===== src/rtl/cmd_addr_regbuf.sv =====
module cmd_addr_regbuf #(
  parameter int DATA_W = 25,
  parameter int PAIR_W = 14
) (
  input  logic              clk,
  input  logic              rst_n,
  input  logic [1:0]        cfg_sel,
  input  logic              cs_dram_n,
  input  logic              cs_reg_n,
  input  logic [DATA_W-1:0] d_in,
  output logic [DATA_W-1:0] q_main,
  output logic [PAIR_W-1:0] q_copy,
  output logic              cs_dram_q,
  output logic              cs_reg_q
);
  localparam int SKIP_W = DATA_W - PAIR_W;

  logic              paired, upper;
  logic              hold;
  logic [DATA_W-1:0] nxt_main;
  logic [PAIR_W-1:0] nxt_copy;

  assign paired = cfg_sel[0];
  assign upper  = cfg_sel[1];
  assign hold   = cs_dram_n & cs_reg_n;

  always_comb begin
    nxt_main = '0;
    nxt_copy = '0;
    if (!paired) begin
      nxt_main = d_in;
    end else if (!upper) begin
      nxt_main[PAIR_W-1:0] = d_in[PAIR_W-1:0];
      nxt_copy             = d_in[PAIR_W-1:0];
    end else begin
      nxt_main[DATA_W-1:SKIP_W] = d_in[DATA_W-1:SKIP_W];
      nxt_copy                  = d_in[DATA_W-1:SKIP_W];
    end
  end

  always_ff @(posedge clk or negedge rst_n) begin
    if (!rst_n) begin
      q_main    <= '0;
      q_copy    <= '0;
      cs_dram_q <= 1'b0;
      cs_reg_q  <= 1'b0;
    end else begin
      cs_dram_q <= cs_dram_n;
      cs_reg_q  <= cs_reg_n;
      if (!hold) begin
        q_main <= nxt_main;
        q_copy <= nxt_copy;
      end
    end
  end
endmodule


===== config.mk =====
export PLATFORM = sky130hd
export DESIGN_NAME = cmd_addr_regbuf
export DESIGN_NICKNAME = d
export VERILOG_FILES = /design/src/rtl/cmd_addr_regbuf.sv
export SDC_FILE = /design/constraint.sdc
export NUM_CORES = 1
export LEC_CHECK = 0
export CAP_MARGIN = 20
export CORE_MARGIN = 2
export CORE_UTILIZATION = 43
export CTS_CLUSTER_SIZE = 16
export DETAILED_ROUTE_END_ITERATION = 8
export GPL_ROUTABILITY_DRIVEN = 1
export PLACE_DENSITY = 0.8
export SLEW_MARGIN = 25
export SYNTH_ARGS = -nofsm -noshare
export SYNTH_HDL_FRONTEND = slang
export SYNTH_SLANG_ARGS = --single-unit

===== constraint.sdc =====
create_clock -name clk -period 1.2 [get_ports clk]
set_clock_uncertainty 0.2 [all_clocks]
set_input_delay 0.18 -clock clk [delete_from_list [all_inputs] [get_ports clk]]
set_output_delay 0.18 -clock clk [all_outputs]
set_load 0.01 [all_outputs]

Word-level counts from Yosys, hierarchy flattened
Index checks and enable logic that the tools add are counted.
W data, S select, Z words.
{"block": "totals", "reg_bits": 41, "latch_bits": 0, "ramBits": 0, "mem_bits_ro": 0, "inputBits": 31, "output_inout_bits": 41, "wordCells": 10, "memories": 0}
{"block": "classes", "addsub": 0, "multipliers": 0, "div": 0, "n_lt_le_gt_ge": 0, "eq_ne": 0, "n_shift": 0, "n_mux": 5, "bitwise": 1, "reduce_logical": 0}
{"op": "$mux W14", "count": 2}
{"op": "$mux W25", "count": 1}
{"op": "$mux W11", "count": 2}
{"op": "$and A1 B1 Y1", "count": 1}

Logic depth before layout (Yosys ltp)
{"block": "depth", "depth_word": 2, "ltp_mapped": 4, "mapped_depth_nobuf": 2}

Least setup slack after synthesis
No wires, ideal clock.
{"block": "synth_path", "path_kind": "in2reg", "start": "input port cfg_sel[1]", "end": "register q_copy[10]", "setup_ns": 0.121, "arrival_time_ns": 0.748, "path_slack_ns": 0.131, "stages": 4, "path_buffers": 2, "path_cell_list": "buf_4 -> buf_6 -> mux2i_1 -> o2bb2ai_2"}
{"block": "synth_via", "elab_chain_len": 2}
{"item": "from (decl)", "line": "7", "source": "input logic [1:0] cfg_sel,"}
{"item": "$mux W14", "line": "32", "source": "end else if (!upper) begin"}
{"item": "$mux W14", "line": "30", "source": "if (!paired) begin"}
{"item": "to (signal assigned)", "line": "52", "source": "q_copy <= nxt_copy;"}
{"item": "to (decl)", "line": "12", "source": "output logic [PAIR_W-1:0] q_copy,"}
Every way passes these cells.
A chain may end at the register's enable or synchronous reset.

Final worst setup path
{"block": "layout_path", "start": "register q_copy[4]", "end": "output port q_copy[4]"}
No word-level cell between the ends.

==> results.py <==
metrics = {
    "die": {
        "initial_core_util_pct": 44.8,
        "pin_count": 72,
        "dieArea_mm2": 0.00470,
        "row_count": 23,
        "die_x_um": 68.6,
        "die_y_um": 68.6,
        "core-area_mm2": 0.00400,
    },
    "outcome": {
        "violations": "setup timing",
        "status": "finished with violations",
    },
    "timing": {
        "hold_viol_final": 0,
        "timing.final.ws_setup_ns": -0.0507,
        "worst_pin_slew_ns": 0.285,
        "fmax_mhz": 800,
        "period_share_pct": 104,
        "rsz0062_at_grt": "yes",
        "relSlewSlack_pct": 81.0,
        "finalSetupViolations": 25,
        "drv_slew": 0,
        "period_needed_ns": 1.25,
    },
    "worst_setup_path": {
        "crit_chain": "buf_6",
        "r2r-start": "q_main[18]",
        "startpoint": "q_copy[4]",
        "worstSetupPathType": "flip-flop to output port",
        "slowest_stage": "dfrtp_1",
        "path_delay_family": "flip-flops",
        "startpoint_type": "flip-flop",
        "path_buf_inv": 1,
        "crit_path_end_kind": "output port",
        "cp.required_ns": 0.82,
        "cp_slowest_stage_delay_ns": 0.43,
        "worstPathArrival_ns": 0.87,
        "path_max_fanout": 2,
    },
    "synth": {
        "synth.area.top_cells": "dfrtp_1 (57%), o2bb2ai_2 (8.4%), mux2i_1 (7.8%)",
        "synthCells": 131,
        "synth_seq_area_share_pct": 57.3,
        "synth_top_area_share_pct": 57.3,
        "syn_nets": 162,
        "netlist-cell-type-count": 18,
        "synth_seq_cells": 41,
        "netlist_area_mm2": 0.00179,
        "synth_top_area_cell": "dfrtp_1",
        "ys.warnings.count": 0,
        "avgSynthCellArea_um2": 13.7,
    },
    "power": {
        "p_leak_nw": 1.52,
        "combPwrFrac_pct": 24.6,
        "vdd_drop_max_mv": 0.824,
        "switchingPower_w": 0.000929,
        "p_int_w": 0.00268,
        "p_clk_share_pct": 31.9,
        "power_per_cell_area_mw_per_mm2": 1220,
        "swShare_pct": 25.7,
        "seqPwrFrac_pct": 43.5,
    },
    "global_routing": {
        "use_met2_pct": 40.4,
        "grt_util_all_layers_pct": 25.3,
        "top_usage_layer": "met2",
        "grtUsageMet3_pct": 7.63,
        "antenna_found_initial": 0,
        "met1_usage_pct": 32.3,
        "grt-ovfl-total": 0,
        "grt_max_degree": 42,
        "grt_pass1_vias": 1659,
        "grt_pass1_wl_mm": 8.34,
    },
    "layout": {
        "final_layout_size_suffix_gt1_share_pct": 48.6,
        "syn_to_final_growth_pct": 65.5,
        "diodes": 0,
        "instances_no_fill": 305,
        "fin_nets": 285,
    },
    "detailed_routing": {
        "drcViolationCount": 0,
        "num_vias": 1611,
        "post_drt_wl_per_cell_um": 18.2,
        "drt-initial-drc-count": 138,
        "dr.pass1.iters": 4,
        "antenna_left": 0,
        "via_per_inst": 5.28,
        "drt_wl_total_mm": 5.54,
    },
    "min_path": {
        "hold_path.class": "input port to async pin",
    },
    "clocking": {
        "clk_path_buf_depth": 2,
        "cts_buffers": 5,
        "cts_htree_levels": 2,
        "root_buffer": "clkbuf_8",
        "insertion_delay_ns": 0.30,
        "cts.sinks": 41,
        "clkTransAtPathRegs_ns": 0.08,
        "cts_tree": "done",
    },
    "placed_design": {
        "globalplace.congestion": 0.830,
        "dp_hpwl_mm": 3.51,
        "portBuffers": 71,
        "pre_cts_ws_ns": -0.484,
        "dp_cells": 268,
    },
    "run": {
        "maxCapViolCount": 0,
    },
}
[flip-flops by register name (all words and copies together) (netlist names)]
signal / flops
q_main: 25
cs_reg_q: 1
cs_dram_q: 1
q_copy: 14
[path summary, 6_finish.rpt]
| path | endpoint | slack (ns) | depth (start not counted) |
|---|---|---|---|
| setup / recovery | q_copy[4] | -0.05 | 1 |
| hold reg to reg | q_copy[1] | 0.30 | 1 |
| hold / removal | q_main[8] | 0.17 | 3 |
| max in group asynchronous | q_copy[3] | 0.42 | 3 |
| min in group clk | cs_dram_q | 0.26 | 2 |
| setup reg to reg | q_main[18] | 0.05 | 4 |
[Yosys cell counts]
library cell	n
nor2b_1	1
buf_6	2
o31ai_1	11
a21bo_2	1
o2bb2ai_1	4
o2bb2ai_2	10
mux2i_1	14
mux2_4	3
and2_4	1
buf_4	3
nand3_1	11
buf_8	1
inv_1	11
buf_2	3
clkbuf_1	2
dfrtp_1	41
a22oi_2	1
a22o_1	11
[stage by stage]
| stage | hold WS (ns) | cell area, µm² | TNS [ns] | util (%) | power (W) |
|---|---|---|---|---|---|
| finish | 0.173 | 2970 | -0.346 | 74.1 | 0.00361 |
| global route | 0.193 | 2970 | -1.45 | 74.1 | 0.00377 |
| CTS | 0.198 | 2870 | -0.241 | 71.7 | 0.00354 |
| detailed placement | -0.0369 | 2720 | -19.25 | 67.9 | 0.00241 |
| global placement | -0.0394 | 2720 | -18.17 | 67.9 | 0.00239 |
| floorplan | -0.316 | 1790 | 0 | - | 0.00188 |
[power groups by stage]
stage | combinational [W] | sequential, W | clock [W]
floorplan | 0.000233 | 0.00165 | 0
global placement | 0.000794 | 0.00159 | 0
detailed placement | 0.000814 | 0.00160 | 0
CTS | 0.000825 | 0.00157 | 0.00114
global route | 0.000945 | 0.00158 | 0.00125
finish | 0.000889 | 0.00157 | 0.00115
[routing by layer]
layer	share of wire, %	routed length [µm]
met3	7.2	401
met2	51	2810
met1	40	2210
met5	0	0
met4	2.1	117
[repair_timing]
action | 4_1_cts | 5_1_grt
pin swaps | 2 | 0
setup buffers | 18 | 8
endpoints found under the hold margin | 41 | 0
hold buffers | 1 | 0
gates resized for setup | 173 | 7
gates cloned | 2 | 0
endpoints found under the setup margin | 80 | 43
[cells in the final DEF (no fill, tap or decap), types with 5 or more instances in the layout]
cell type	instances
inv_1	11
clkbuf_8	6
buf_4	48
buf_2	36
a22o_1	11
nand3_1	11
clkdlybuf4s50_1	25
o2bb2ai_2	10
buf_6	6
o31ai_1	8
buf_12	5
dfrtp_1	41
mux2i_1	13
[logic make-up after synthesis]
group                  count (synthesis)  synth area share, %
flip-flops                            41                 57.3
AO/OA/AOI/OAI                         38                 21.6
buffers and inverters                 22                 6.91
multiplexers                          17                 10.3
AND/OR/NAND/NOR                       13                 3.91
[cell type report]
class                           count  area [µm²]
Sequential cell                    41        1030
Tap cell                           50        62.6
Inverter                           11        41.3
Fill cell                         235        1030
Timing Repair Buffer              126        1040
Clock inverter                      1        30.0
Multi-Input combinational cell     69         683
Clock buffer                        7        86.3
Power figures use the tool's default switching activity.
